<file path="src/rtl/ttt_pkg.sv">
package ttt_pkg;
  // register selector on the configuration port
  typedef enum logic [0:0] {
    REG_PRESCALE = 1'b0,
    REG_CHANSEL  = 1'b1
  } ttt_reg_e;

  localparam int NUM_GROUPS = 2;
endpackage

</file>
<file path="src/rtl/ttt_prescaler.sv">
module ttt_prescaler #(
  parameter int PS_W = 8
) (
  input  logic            clk,
  input  logic            rst_n,
  input  logic            restart,
  input  logic [PS_W-1:0] limit,
  output logic            tick
);
  logic [PS_W-1:0] cnt_q;

  always_ff @(posedge clk or negedge rst_n) begin
    if (!rst_n)                          cnt_q <= '0;
    else if (restart || cnt_q == limit)  cnt_q <= '0;
    else                                 cnt_q <= cnt_q + 1'b1;
  end

  assign tick = (cnt_q == limit);


  ps_wrap_chk: assert property (@(posedge clk) disable iff (!rst_n)
    tick |=> (cnt_q == '0));

  ps_restart_chk: assert property (@(posedge clk) disable iff (!rst_n)
    restart |=> (cnt_q == '0));

  ps_range_chk: assert property (@(posedge clk) disable iff (!rst_n)
    cnt_q <= limit);
endmodule

</file>
<file path="src/rtl/ttt_ext_edge.sv">
module ttt_ext_edge #(
  parameter int SYNC_STAGES = 2
) (
  input  logic clk,
  input  logic rst_n,
  input  logic async_in,
  output logic tick
);
  logic [SYNC_STAGES-1:0] sync_q;
  logic                   last_q;

  always_ff @(posedge clk or negedge rst_n) begin
    if (!rst_n) begin
      sync_q <= '0;
      last_q <= 1'b0;
    end else begin
      sync_q <= {sync_q[SYNC_STAGES-2:0], async_in};
      last_q <= sync_q[SYNC_STAGES-1];
    end
  end

  assign tick = sync_q[SYNC_STAGES-1] & ~last_q;


  ext_single_chk: assert property (@(posedge clk) disable iff (!rst_n)
    tick |=> !tick);
endmodule

</file>
<file path="src/rtl/ttt_chan_sel.sv">
module ttt_chan_sel #(
  parameter int SEL_W    = 4,
  parameter int LOG2_MAX = 4
) (
  input  logic             clk,
  input  logic             rst_n,
  input  logic             restart,
  input  logic             pre_tick,
  input  logic             ext_tick,
  input  logic [SEL_W-1:0] sel,
  output logic             tick
);
  localparam logic [SEL_W-1:0] EXT_CODE = SEL_W'(LOG2_MAX);

  logic                use_ext;
  logic [LOG2_MAX-1:0] term;
  logic [LOG2_MAX-1:0] dcnt_q;
  logic                div_tick;

  assign use_ext = (sel == EXT_CODE);

  // terminal count: code c gives 2^(c+1)-1, larger codes saturate
  always_comb begin
    term = '0;
    for (int b = 0; b < LOG2_MAX; b++)
      if (b <= int'(sel)) term[b] = 1'b1;
  end

  always_ff @(posedge clk or negedge rst_n) begin
    if (!rst_n)        dcnt_q <= '0;
    else if (restart)  dcnt_q <= '0;
    else if (pre_tick) dcnt_q <= (dcnt_q == term) ? '0 : dcnt_q + 1'b1;
  end

  assign div_tick = pre_tick && (dcnt_q == term);
  assign tick     = use_ext ? ext_tick : div_tick;


  ch_div_align_chk: assert property (@(posedge clk) disable iff (!rst_n)
    (!use_ext && tick) |-> pre_tick);

  ch_cnt_range_chk: assert property (@(posedge clk) disable iff (!rst_n)
    dcnt_q <= term);

  ch_restart_chk: assert property (@(posedge clk) disable iff (!rst_n)
    restart |=> (dcnt_q == '0));
endmodule

</file>
<file path="src/rtl/timer_tick_tree.sv">
module timer_tick_tree #(
  parameter int DATA_W   = 32,
  parameter int NUM_CH   = 5,
  parameter int GRP0_CH  = 2,
  parameter int PS_W     = 8,
  parameter int SEL_W    = 4,
  parameter int LOG2_MAX = 4
) (
  input  logic              clk,
  input  logic              rst_n,
  input  logic              cfg_we,
  input  logic              cfg_addr,
  input  logic [DATA_W-1:0] cfg_wdata,
  input  logic [1:0]        ext_clk_i,
  output logic [NUM_CH-1:0] tick_o
);
  import ttt_pkg::*;

  localparam int PS_BITS  = NUM_GROUPS * PS_W;
  localparam int SEL_BITS = NUM_CH * SEL_W;

  logic [PS_BITS-1:0]    ps_q;
  logic [SEL_BITS-1:0]   sel_q;
  logic                  ps_wr;
  logic                  any_wr;
  logic [NUM_GROUPS-1:0] pre_tick;
  logic [NUM_GROUPS-1:0] ext_tick;

  assign any_wr = cfg_we;
  assign ps_wr  = cfg_we && (ttt_reg_e'(cfg_addr) == REG_PRESCALE);

  always_ff @(posedge clk or negedge rst_n) begin
    if (!rst_n) begin
      ps_q  <= '0;
      sel_q <= '0;
    end else if (cfg_we) begin
      if (ttt_reg_e'(cfg_addr) == REG_PRESCALE) ps_q  <= cfg_wdata[PS_BITS-1:0];
      else                                      sel_q <= cfg_wdata[SEL_BITS-1:0];
    end
  end

  for (genvar g = 0; g < NUM_GROUPS; g++) begin : g_grp
    ttt_prescaler #(.PS_W(PS_W)) u_ps (
      .clk     (clk),
      .rst_n   (rst_n),
      .restart (ps_wr),
      .limit   (ps_q[g*PS_W +: PS_W]),
      .tick    (pre_tick[g])
    );
    ttt_ext_edge #(.SYNC_STAGES(2)) u_ext (
      .clk      (clk),
      .rst_n    (rst_n),
      .async_in (ext_clk_i[g]),
      .tick     (ext_tick[g])
    );
  end

  for (genvar c = 0; c < NUM_CH; c++) begin : g_ch
    localparam int GRP = (c < GRP0_CH) ? 0 : 1;
    ttt_chan_sel #(.SEL_W(SEL_W), .LOG2_MAX(LOG2_MAX)) u_sel (
      .clk      (clk),
      .rst_n    (rst_n),
      .restart  (any_wr),
      .pre_tick (pre_tick[GRP]),
      .ext_tick (ext_tick[GRP]),
      .sel      (sel_q[c*SEL_W +: SEL_W]),
      .tick     (tick_o[c])
    );
  end


  top_reset_quiet_chk: assert property (@(posedge clk) disable iff (!rst_n)
    $rose(rst_n) |-> (tick_o == '0));
endmodule

</file>
<file path="config.mk">
export PLATFORM = sky130hd
export DESIGN_NAME = timer_tick_tree
export DESIGN_NICKNAME = d
export VERILOG_FILES = /design/src/rtl/ttt_pkg.sv /design/src/rtl/ttt_prescaler.sv /design/src/rtl/ttt_ext_edge.sv /design/src/rtl/ttt_chan_sel.sv /design/src/rtl/timer_tick_tree.sv
export SDC_FILE = /design/constraint.sdc
export NUM_CORES = 1
export LEC_CHECK = 0
export BUFFER_PORTS_ARGS = -buffer_cell sky130_fd_sc_hd__buf_2
export CAP_MARGIN = 20
export CELL_PAD_IN_SITES_DETAIL_PLACEMENT = 0
export CELL_PAD_IN_SITES_GLOBAL_PLACEMENT = 1
export CORE_UTILIZATION = 30
export DETAILED_ROUTE_END_ITERATION = 8
export HOLD_SLACK_MARGIN = 0.1
export PLACE_DENSITY = 0.54
export SYNTH_ARGS = -nofsm -noshare
export SYNTH_HDL_FRONTEND = slang
export SYNTH_SLANG_ARGS = --single-unit
</file>
<file path="constraint.sdc">
create_clock -name clk -period 2.8 [get_ports clk]
set_clock_uncertainty 0.05 [all_clocks]
set_input_delay 0.42 -clock clk [delete_from_list [all_inputs] [get_ports clk]]
set_output_delay 0.42 -clock clk [all_outputs]
set_load 0.005 [all_outputs]
</file>
# [Yosys cells after proc, flatten, opt, wreduce, memory -nomap -nowiden]
# Index checks and enable logic that the tools add are counted.
[op_classes] bitwise_logic=5 addsub=7 muxes=37 n_lt_le_gt_ge=15 reduce_logical=12 eq_ne=12
[op_table] cell="2-to-1 mux 4 bit" count=15
[op_table] cell="less-or-equal comparator 2 x 4 -> 1 bit, first input constant" count=10
[op_table] cell="adder 4 x 1 -> 4 bit, second input constant" count=5
[op_table] cell="equality test 4 x 3 -> 1 bit, second input constant" count=5
[op_table] cell="equality test 4 bit" count=5
[op_table] cell="less-or-equal comparator 1 x 4 -> 1 bit, first input constant" count=5
[op_table] cell="2-to-1 mux 1 bit" count=20
[op_table] cell="adder 8 x 1 -> 8 bit, second input constant" count=2
[op_table] cell="equality test 8 bit" count=2
[op_table] cell="2-to-1 mux 8 bit" count=2
[op_table] cell="logical AND 1 bit" count=6
[op_table] cell="AND reduction 2 bit" count=2
[op_table] cell="nonzero test 2 bit" count=2
[op_table] cell="NOT 1 bit" count=3
[op_table] cell="AND 1 bit" count=2
[op_table] cell="logical OR 1 bit" count=2
[totals] out_inout_bits=5 ff_bits=78 wordCells=101 in_bits=38

# [Longest topological paths before layout]
# Gate-level depths: netlist (run 1).
[depth] ltp_word=6 depth_mapped=7 mapped_depth_nobuf=5

# [By module]
# Synthesis (run 1) repeated with hierarchy kept, for this count alone.
[hier_totals] hier_cells=333 area_unflattened_um2=4096.4
[by_module_without_submodules] module="ttt_chan_sel" n_inst=5 seq_area_each_um2=100.1 area_each_um2=292.8 cells_per_inst=31
[by_module_without_submodules] module="timer_tick_tree" n_inst=1 seq_area_each_um2=900.9 area_each_um2=1411.4 cells_per_inst=78
[by_module_without_submodules] module="ttt_prescaler" n_inst=2 seq_area_each_um2=200.2 area_each_um2=521.8 cells_per_inst=46
[by_module_without_submodules] module="ttt_ext_edge" n_inst=2 seq_area_each_um2=75.1 area_each_um2=88.8 cells_per_inst=4

# [Least setup slack after synthesis (run 1)]
# Ideal clock, no wire load.
[synth_timing] kind="register to output" start="reg g_grp[1].u_ps.cnt_q[6]" end="out tick_o[2]" path_stages_with_launch=7 t_arrival_ns=1.634 setup_slack_ns=0.696 t_required_ns=2.330 path_buffers=2 path_cell_list="dfrtp_1 xor2_1 nor4_4 nand2_1 clkbuf_1 o31ai_1 buf_4"
[synth_via] elab_chain_cells=3
[synth_rtl] item="start: declaration" line="ttt_prescaler.sv:10" rtl="logic [PS_W-1:0] cnt_q;"
[synth_rtl] item="start signal: assignment" line="ttt_prescaler.sv:15" rtl="else cnt_q <= cnt_q + 1'b1;"
[synth_rtl] item="equality test 8 bit" line="ttt_prescaler.sv:18" rtl="assign tick = (cnt_q == limit);"
[synth_rtl] item="logical AND 1 bit" line="ttt_chan_sel.sv:35" rtl="assign div_tick = pre_tick && (dcnt_q == term);"
[synth_rtl] item="2-to-1 mux 1 bit" line="ttt_chan_sel.sv:36" rtl="assign tick = use_ext ? ext_tick : div_tick;"
[synth_rtl] item="end: declaration" line="timer_tick_tree.sv:15" rtl="output logic [NUM_CH-1:0] tick_o"
# No other way between the ends.

# [Worst setup path after layout (run 1)]
[layout_timing] start="reg sel_q[10]" end="out tick_o[2]"
[layout_via] elab_chain_cells=5 word_cells_on_any_way=10 classes_between="order compare: 3; eq/ne: 2; mux: 4; reduce/logical: 1"
[layout_rtl] item="start: declaration" line="timer_tick_tree.sv:23" rtl="logic [SEL_BITS-1:0] sel_q;"
[layout_rtl] item="start signal: assignment" line="timer_tick_tree.sv:38" rtl="else sel_q <= cfg_wdata[SEL_BITS-1:0];"
[layout_rtl] item="less-or-equal comparator 1 x 4 -> 1 bit or less-or-equal comparator 2 x 4 -> 1 bit (tied branches)" line="ttt_chan_sel.sv:26" rtl="if (b <= int'(sel)) term[b] = 1'b1;"
[layout_rtl] item="2-to-1 mux 1 bit" line="ttt_chan_sel.sv:26"
[layout_rtl] item="equality test 4 bit" line="ttt_chan_sel.sv:35"
[layout_rtl] item="logical AND 1 bit" line="ttt_chan_sel.sv:35"
[layout_rtl] item="2-to-1 mux 1 bit *" line="ttt_chan_sel.sv:36"
# Every way passes the cells marked *; elsewhere a longest branch is shown, timed or not.

==> results.json, run 1 <==
{
  "die_area_um2": 13200,
  "drc": 0,
  "total_power_mw": 2.96,
  "synth_edf_count": 0,
  "crit_arrival_ns": 2.04,
  "clkPwrFrac": 0.386,
  "drtAntennaViolNets": 0,
  "min_period_over_period": 0.895,
  "post_cts_buffers": 0,
  "clock_latency_ns": 0.33,
  "clock_sinks": 78,
  "yosys.area.top_type": "dfrtp_1",
  "power.leakage_nw": 1.96,
  "antenna_found_initial": 0,
  "syn-num-nets": 377,
  "final_layout_size_suffix_gt1_frac": 0.153,
  "ir_drop_v": 0.000215,
  "syn_area_um2": 3830,
  "netlist-cell-type-count": 39,
  "synth_simple_gate_area_share": 0.161,
  "cp-end-kind": "output pin",
  "hold_viol": 0,
  "rows": 40,
  "outcome": "complete, no violations",
  "synthTopCellsByCount": "dfrtp_1, mux2_1, xor2_1, nor2_1, nand2_1",
  "root_buffer": "clkbuf_16",
  "grt_max_degree": 43,
  "synth_area_leaders": "dfrtp_1, mux2_1, xor2_1",
  "combPwrFrac": 0.138,
  "ys_seq_elements": 78,
  "viasPerCell": 4.61,
  "routabilityCongestion": 0.677,
  "min_path_type": "in2reg",
  "switching_share": 0.259,
  "post-dp-hpwl_um": 5260,
  "max_slew.worst_pin.slew_ns": 0.536,
  "cp_max_fo": 5,
  "timing.hold.ws_ns": 0.145,
  "die_w_um": 115,
  "synthAdderAreaFrac": 0.0229,
  "ff2ff_setup_slack_ns": 0.68,
  "insertedDiodeCount": 0,
  "maxSlewViolCount": 0,
  "io_buffers": 30,
  "final_nets": 408,
  "cap_violations": 0,
  "area_growth_pct": 16.5,
  "dp_cells": 519,
  "synth.yosys.seq_area_share": 0.509,
  "synthXorXnorAreaFrac": 0.0960,
  "htree_num_levels": 3,
  "start_util": 0.314,
  "clock_path_buffers": 2,
  "clk_pin_slew_worst_paths_ns": 0.06,
  "final-instance-count-excl-fill": 534,
  "crit_type": "reg2out",
  "coreArea_um2": 12200,
  "finalCriticalPeriod_ns": 2.51,
  "final.setup.tns_ns": 0,
  "power.density_nw_per_um2": 664,
  "pwr-share-seq": 0.476,
  "synth_top_family_by_area": "simple AND/OR/NAND/NOR gates",
  "required_ns": 2.33,
  "placed_area_um2": 4160,
  "synth_compound_area_frac": 0.0754,
  "setup_viol_count_final": 0,
  "drt-total-wl_um": 7350,
  "yosys-mux-area-fraction": 0.109,
  "yosys_warnings": 0,
  "io_pins": 43,
  "grt_pass1_wl_um": 12800,
  "internal_power_mw": 2.20,
  "yosysMostFrequentCell": "dfrtp_1",
  "startpoint_type": "flop",
  "grt_pass1_vias": 2515,
  "cts_tree": "built",
  "grt.total_usage": 0.127,
  "wl_per_cell_um": 13.8,
  "drt_pass1_iterations": 4,
  "async_flop_share": 1.00,
  "power.net_switching_mw": 0.767,
  "vias": 2464,
  "syn_area_per_cell_um2": 11.5,
  "slew_headroom": 0.638,
  "cts_made_buffers": 9,
  "synth_top_area_frac": 0.509,
  "drt-initial-drc-count": 66,
  "synthFlopType": "dfrtp_1",
  "synth_cells": 332,
  "fmax_mhz": 399,
  "rsz0062_at_grt": "false",
  "final_area_um2": 4460,
  "die_height_um": 115,
  "overflow": 0
}
path summary, 6_finish.rpt:
check | endpoint | startpoint | cells past startpoint
worst max-delay path | tick_o[2] | sel_q[10] | 5
worst min-delay path | g_grp[0].u_ext.sync_q[0] | ext_clk_i[0] | 1
worst max register to register | g_grp[1].u_ps.cnt_q[5] | g_grp[1].u_ps.cnt_q[6] | 6
worst min register to register | g_grp[1].u_ext.sync_q[1] | g_grp[1].u_ext.sync_q[0] | 0
max in group asynchronous | sel_q[12] | rst_n | 3
min in group asynchronous | ps_q[1] | rst_n | 2
state kept, by name, indices dropped and copies added, names as in the netlist:
register	cells
ps_q	16
g_grp.u_ext.last_q	2
g_grp.u_ext.sync_q	4
g_grp.u_ps.cnt_q	16
sel_q	20
g_ch.u_sel.dcnt_q	20
cells by family (layout without fill, tap and decap cells):
group,count (synthesis),in the layout
simple gates,107,107
flops,78,78
compound gates,42,42
xor+xnor,42,42
mux,37,37
buf+inv,19,53
fa+ha+maj,7,7
cell type report:
| cell class | instances | area [um^2] |
|---|---|---|
| flip-flops and latches | 78 | 1950 |
| inverters | 2 | 7.51 |
| multi-input cells | 235 | 1780 |
| fillers | 1216 | 7750 |
| repair buffers | 37 | 220 |
| well taps | 168 | 210 |
| clock buffers | 13 | 260 |
| clock inverters | 1 | 30.0 |
timing repair:
item,CTS,global route
hold endpoints to repair,36,0
gates resized for setup,0,1
hold buffers,1,0
endpoints found under the setup margin,0,2
layout by cell type (no fill, tap or decap), types with 3 or more instances in the layout:
master / Yosys / routed
nand3_1: 19 / 19
a211oi_1: 5 / 5
xor2_1: 29 / 29
a21bo_1: 3 / 3
nor4b_1: 5 / 5
xnor2_1: 13 / 13
clkbuf_16: 0 / 9
nor2_1: 23 / 23
buf_2: 2 / 29
or4b_1: 3 / 3
o311ai_1: 4 / 4
mux2_1: 36 / 36
a21oi_1: 14 / 14
nor2b_1: 3 / 3
dfrtp_1: 78 / 78
buf_4: 5 / 6
and3_1: 6 / 6
nand2b_1: 5 / 5
or3_1: 4 / 4
nand2_1: 22 / 21
o31ai_1: 9 / 9
ha_1: 7 / 7
nand4b_1: 4 / 4
metrics by stage:
stage | worst slack (ns) | util
floorplan | 0.696 | -
global placement | 0.535 | 0.341
detailed placement | 0.529 | 0.341
CTS | 0.171 | 0.365
global route | 0.0821 | 0.365
finish | 0.293 | 0.365
worst max-delay path, stage by stage, from the launching register on:
cell and delay (ns):
dfrtp_1 0.41, or3_1 0.39, o31ai_1 0.24, nand3_1 0.18, o31ai_1 0.32, buf_2 0.19
power groups by stage:
stage / logic (mW) / registers [mW] / clock network [mW]
finish: 0.408 / 1.41 / 1.14
floorplan: 0.313 / 1.39 / 0
CTS: 0.419 / 1.41 / 1.20
global placement: 0.410 / 1.43 / 0
detailed placement: 0.417 / 1.43 / 0
global route: 0.468 / 1.44 / 1.24
layer usage:
layer,vias up,share of wire,global-route usage
met3,8,0.020,0.0274
met2,22,0.45,0.194
met4,0,0.013,0.0545
li1,1243,-,-
met1,1191,0.51,0.174
met5,-,0,0
(Power assumes the default switching activity.)
==> run 2, diff against run 1 <==
--- a/config.mk
+++ b/config.mk
@@ -9,6 +9,7 @@
 export CAP_MARGIN = 20
 export CELL_PAD_IN_SITES_DETAIL_PLACEMENT = 0
 export CELL_PAD_IN_SITES_GLOBAL_PLACEMENT = 1
+export CORE_MARGIN = 5
 export CORE_UTILIZATION = 30
 export DETAILED_ROUTE_END_ITERATION = 8
 export HOLD_SLACK_MARGIN = 0.1
==> results.json, run 2 (synthesized netlist as in run 1, its figures left out) <==
{
  "outcome": "complete, no violations",
  "cp-end-kind": "output pin",
  "crit_arrival_ns": 2.11,
  "crit_chain": "or3_1 > o31ai_1 > nand3_1 > o31ai_1 > buf_2",
  "grt_pass1_vias": 2518,
  "required_ns": 2.33,
  "die_area_um2": 15100,
  "critPathTopFamily": "compound AO/OA/AOI/OAI gates",
  "startpoint_type": "flop",
  "setup_viol_count_final": 0,
  "final_nets": 410,
  "maxSlewViolCount": 0,
  "drc": 0,
  "routabilityCongestion": 0.718,
  "antenna_found_initial": 0,
  "grt_pass1_wl_um": 12900,
  "drt_pass1_iterations": 4,
  "grt.total_usage": 0.111,
  "use_met3": 0.0165,
  "coreArea_um2": 12600,
  "ir_drop_v": 0.000241,
  "viasPerCell": 4.63,
  "final_layout_size_suffix_gt1_frac": 0.165,
  "post-dp-hpwl_um": 5540,
  "vias": 2507,
  "power.density_nw_per_um2": 677,
  "cts_tree": "built",
  "cap_violations": 0,
  "root_buffer": "clkbuf_16",
  "rows": 41,
  "clk_pin_slew_worst_paths_ns": 0.06,
  "final_common_cell": "dfrtp_1",
  "io_pins": 43,
  "min_period_over_period": 0.920,
  "power.leakage_nw": 1.99,
  "layout_common_cells": "dfrtp_1, mux2_1, xor2_1, buf_2, nor2_1",
  "htree_num_levels": 3,
  "wl_per_cell_um": 14.1,
  "drt-initial-drc-count": 95,
  "cts_made_buffers": 9,
  "start_util": 0.305,
  "die_height_um": 123,
  "max_slew.worst_pin.slew_ns": 0.563,
  "grt_max_degree": 44,
  "die_w_um": 123,
  "slowest_delay_ns": 0.40,
  "cp_slowest_cell": "dfrtp_1",
  "clock_path_buffers": 2,
  "hold_viol": 0,
  "slew_headroom": 0.620,
  "clock_sinks": 78,
  "final.setup.tns_ns": 0,
  "drt-total-wl_um": 7630,
  "grtUsageMet2": 0.167,
  "reg.largest.list": "g_ch.u_sel.dcnt_q: 20 flops, sel_q: 20 flops",
  "min_path_type": "in2reg",
  "rsz0062_at_grt": "false",
  "area_growth_pct": 17.7,
  "met1_usage": 0.153,
  "n_fill_cell": 1280,
  "clock_latency_ns": 0.33,
  "cp_max_fo": 5,
  "overflow": 0,
  "finalCriticalPeriod_ns": 2.58,
  "cp_common_cell": "o31ai_1",
  "final-instance-count-excl-fill": 542,
  "crit_type": "reg2out",
  "drtAntennaViolNets": 0,
  "io_buffers": 30,
  "dp_cells": 525,
  "fmax_mhz": 388,
  "path_buf_inv": 1,
  "insertedDiodeCount": 0,
  "top_usage_layer": "met2",
  "post_cts_buffers": 0
}
-- run 2: changes by cell type in the layout (fill, tap and decap cells not counted), sizes merged --
| cell | before | now |
|---|---|---|
| clkinv | 0 | 2 |
| buf | 36 | 38 |
-- run 2: per-layer routing --
layer / vias up / wire [um]
met3: 11 / 116
met2: 20 / 3540
li1: 1242 / -
met1: 1234 / 3790
met4: 0 / 185
met5: - / 0
-- run 2: power by group --
| part | internal (mW) | leakage, nW | total [mW] | switching, mW |
|---|---|---|---|---|
| logic | 0.203 | 0.845 | 0.414 | 0.211 |
| clock network | 0.784 | 0.162 | 1.23 | 0.446 |
| registers | 1.26 | 0.983 | 1.41 | 0.145 |
-- run 2: layout make-up --
cell class              count  area, um^2  share of cell area
flip-flops and latches     78        1950               0.433
multi-input cells         235        1780               0.395
clock buffers              13         280              0.0622
repair buffers             39         235              0.0522
well taps                 172         215              0.0477
clock inverters             3        40.0             0.00888
inverters                   2        7.51             0.00166
-- run 2: what timing repair did --
action                    CTS  global route
hold endpoints to repair   35             0
hold buffers                1             0
gates resized for setup     0             0
-- run 2: final timing paths --
| check | from | to | slack (ns) | cells past startpoint |
|---|---|---|---|---|
| max | sel_q[10] | tick_o[2] | 0.22 | 5 |
| min | ext_clk_i[1] | g_grp[1].u_ext.sync_q[0] | 0.14 | 1 |
| max reg2reg | g_grp[0].u_ps.cnt_q[3] | g_ch[1].u_sel.dcnt_q[3] | 0.53 | 6 |
| min reg2reg | g_grp[0].u_ext.sync_q[0] | g_grp[0].u_ext.sync_q[1] | 0.30 | 0 |
| max in group asynchronous | rst_n | g_ch[4].u_sel.dcnt_q[0] | 1.57 | 3 |
| min in group asynchronous | rst_n | g_grp[0].u_ps.cnt_q[1] | 0.54 | 2 |
-- run 2: per-stage QoR --
step | hold slack [ns] | power, mW | area [um^2] | util | setup WS, ns
after floorplan | 0.0744 | 1.71 | 3830 | - | 0.696
after global placement | 0.283 | 1.84 | 4180 | 0.333 | 0.494
after detailed placement | 0.292 | 1.86 | 4180 | 0.333 | 0.514
after CTS | 0.126 | 3.11 | 4510 | 0.359 | 0.187
after global routing | 0.129 | 3.22 | 4510 | 0.359 | 0.0903
final | 0.142 | 3.05 | 4510 | 0.359 | 0.224
==> run 3, diff against run 2 <==
--- a/config.mk
+++ b/config.mk
@@ -14,6 +14,7 @@
 export DETAILED_ROUTE_END_ITERATION = 8
 export HOLD_SLACK_MARGIN = 0.1
 export PLACE_DENSITY = 0.54
+export RECOVER_POWER = 25
 export SYNTH_ARGS = -nofsm -noshare
 export SYNTH_HDL_FRONTEND = slang
 export SYNTH_SLANG_ARGS = --single-unit
==> results.json, run 3 (synthesized netlist as in run 1, its figures left out) <==
{
  "outcome": "complete, no violations",
  "crit_path_start": "sel_q[10]",
  "final.setup.tns_ns": 0,
  "die_height_um": 123,
  "final_layout_size_suffix_gt1_frac": 0.165,
  "total_power_mw": 3.05,
  "switching_share": 0.263,
  "ir_drop_v": 0.000241,
  "wl_per_cell_um": 14.1,
  "startpoint_type": "flop",
  "cts_tree": "built",
  "rsz0062_at_grt": "false",
  "ff2ff_setup_slack_ns": 0.53,
  "maxSlewViolCount": 0,
  "overflow": 0,
  "vias": 2508,
  "grt_pass1_wl_um": 12900,
  "cp_slowest_cell": "dfrtp_1",
  "final_core_util": 0.359,
  "io_buffers": 30,
  "reg.largest.list": "g_ch.u_sel.dcnt_q: 20 flops, sel_q: 20 flops",
  "min-delay-start": "ext_clk_i[1]",
  "crit_arrival_ns": 2.11,
  "routabilityCongestion": 0.718,
  "io_pins": 43,
  "rows": 41,
  "root_buffer": "clkbuf_16",
  "finalCriticalPeriod_ns": 2.58,
  "max_slew.worst_pin.slew_ns": 0.929,
  "grt.total_usage": 0.111,
  "start_util": 0.305,
  "cp_common_cell": "o31ai_1",
  "r2r-end": "g_ch[1].u_sel.dcnt_q[3]",
  "min_path_type": "in2reg",
  "min_to": "g_grp[1].u_ext.sync_q[0]",
  "clock_latency_ns": 0.33,
  "antenna_found_initial": 0,
  "slew_headroom": 0.381,
  "slowest_delay_ns": 0.40,
  "setup_viol_count_final": 0,
  "internal_power_mw": 2.25,
  "grt_max_degree": 44,
  "drtAntennaViolNets": 0,
  "crit_type": "reg2out",
  "clock_sinks": 78,
  "timing.rr.start": "g_grp[0].u_ps.cnt_q[3]",
  "required_ns": 2.33,
  "post-dp-hpwl_um": 5540,
  "drc": 0,
  "coreArea_um2": 12600,
  "pwr-share-seq": 0.462,
  "insertedDiodeCount": 0,
  "cts_resized": 0,
  "fmax_mhz": 388,
  "power.net_switching_mw": 0.802,
  "layout_common_cells": "dfrtp_1, mux2_1, xor2_1, buf_2, nor2_1",
  "placed_area_um2": 4180,
  "cap_violations": 0,
  "htree_num_levels": 3,
  "drt-total-wl_um": 7630,
  "clock_path_buffers": 2,
  "power.leakage_nw": 1.99,
  "drt_pass1_iterations": 4,
  "final_area_um2": 4510,
  "hold_path_depth": 1,
  "final_common_cell": "dfrtp_1",
  "min_period_over_period": 0.920,
  "r2r_cells": 6,
  "power.density_nw_per_um2": 678,
  "cts_made_buffers": 9,
  "area_growth_pct": 17.6,
  "hold_viol": 0,
  "final_nets": 410,
  "drt-initial-drc-count": 95,
  "die_area_um2": 15100,
  "combPwrFrac": 0.135,
  "crit_chain": "or3_1 > o31ai_1 > nand3_1 > o31ai_1 > buf_2",
  "die_w_um": 123,
  "cp_max_fo": 5,
  "viasPerCell": 4.63,
  "grt_pass1_vias": 2518,
  "cp-end-kind": "output pin",
  "critPathTopFamily": "compound AO/OA/AOI/OAI gates",
  "clk_pin_slew_worst_paths_ns": 0.06,
  "clkPwrFrac": 0.403,
  "path_buf_inv": 1
}
==> run 3: cell count changes in the layout (fill, tap and decap cells not counted), sizes merged <==
cell / previous run / this run
clkbuf: 13 / 14
buf: 38 / 37
==> run 3: power groups by stage <==
stage	Combinational [mW]	Sequential [mW]	Clock (mW)
6_report	0.413	1.41	1.23
5_1_grt	0.471	1.44	1.32
3_3_place_gp	0.413	1.43	0
4_1_cts	0.428	1.41	1.27
2_1_floorplan	0.313	1.39	0
3_5_place_dp	0.422	1.43	0
==> run 3: area by class of cell <==
| cell class | count | area (um^2) |
|---|---|---|
| Clock buffer | 13 | 280 |
| Fill cell | 1281 | 8060 |
| Clock inverter | 3 | 40.0 |
| Multi-Input combinational cell | 235 | 1780 |
| Timing Repair Buffer | 39 | 233 |
| Sequential cell | 78 | 1950 |
| Tap cell | 172 | 215 |
| Inverter | 2 | 7.51 |
==> run 3: metal layers <==
metal	global-route usage	share of wire	vias to the layer above
met5	0	0	-
met4	0.0664	0.024	0
met3	0.0165	0.015	11
met2	0.167	0.46	20
met1	0.153	0.50	1234
li1	-	-	1243
==> run 3: how the worst max path moves through the flow <==
stage                                   end  cells after the start  slack, ns
CTS                               tick_o[1]                      5       0.19
global route                      tick_o[2]                      5       0.09
global placement                  tick_o[1]                      5       0.49
finish                            tick_o[2]                      5       0.22
floorplan                         tick_o[2]                      6       0.70
detailed placement  g_ch[1].u_sel.dcnt_q[3]                      6       0.51
==> run 3: what timing repair did <==
| action | in CTS | in global routing |
|---|---|---|
| hold endpoints to repair | 35 | 0 |
| hold buffers | 1 | 0 |
| setup buffers | 0 | 0 |
==> run 3: through the flow <==
| step | hold slack (ns) | setup slack (ns) | instances |
|---|---|---|---|
| floorplan | 0.0744 | 0.696 | 332 |
| global placement | 0.283 | 0.494 | 525 |
| detailed placement | 0.292 | 0.514 | 525 |
| CTS | 0.126 | 0.187 | 542 |
| global route | 0.129 | 0.0903 | 542 |
| finish | 0.142 | 0.224 | 542 |
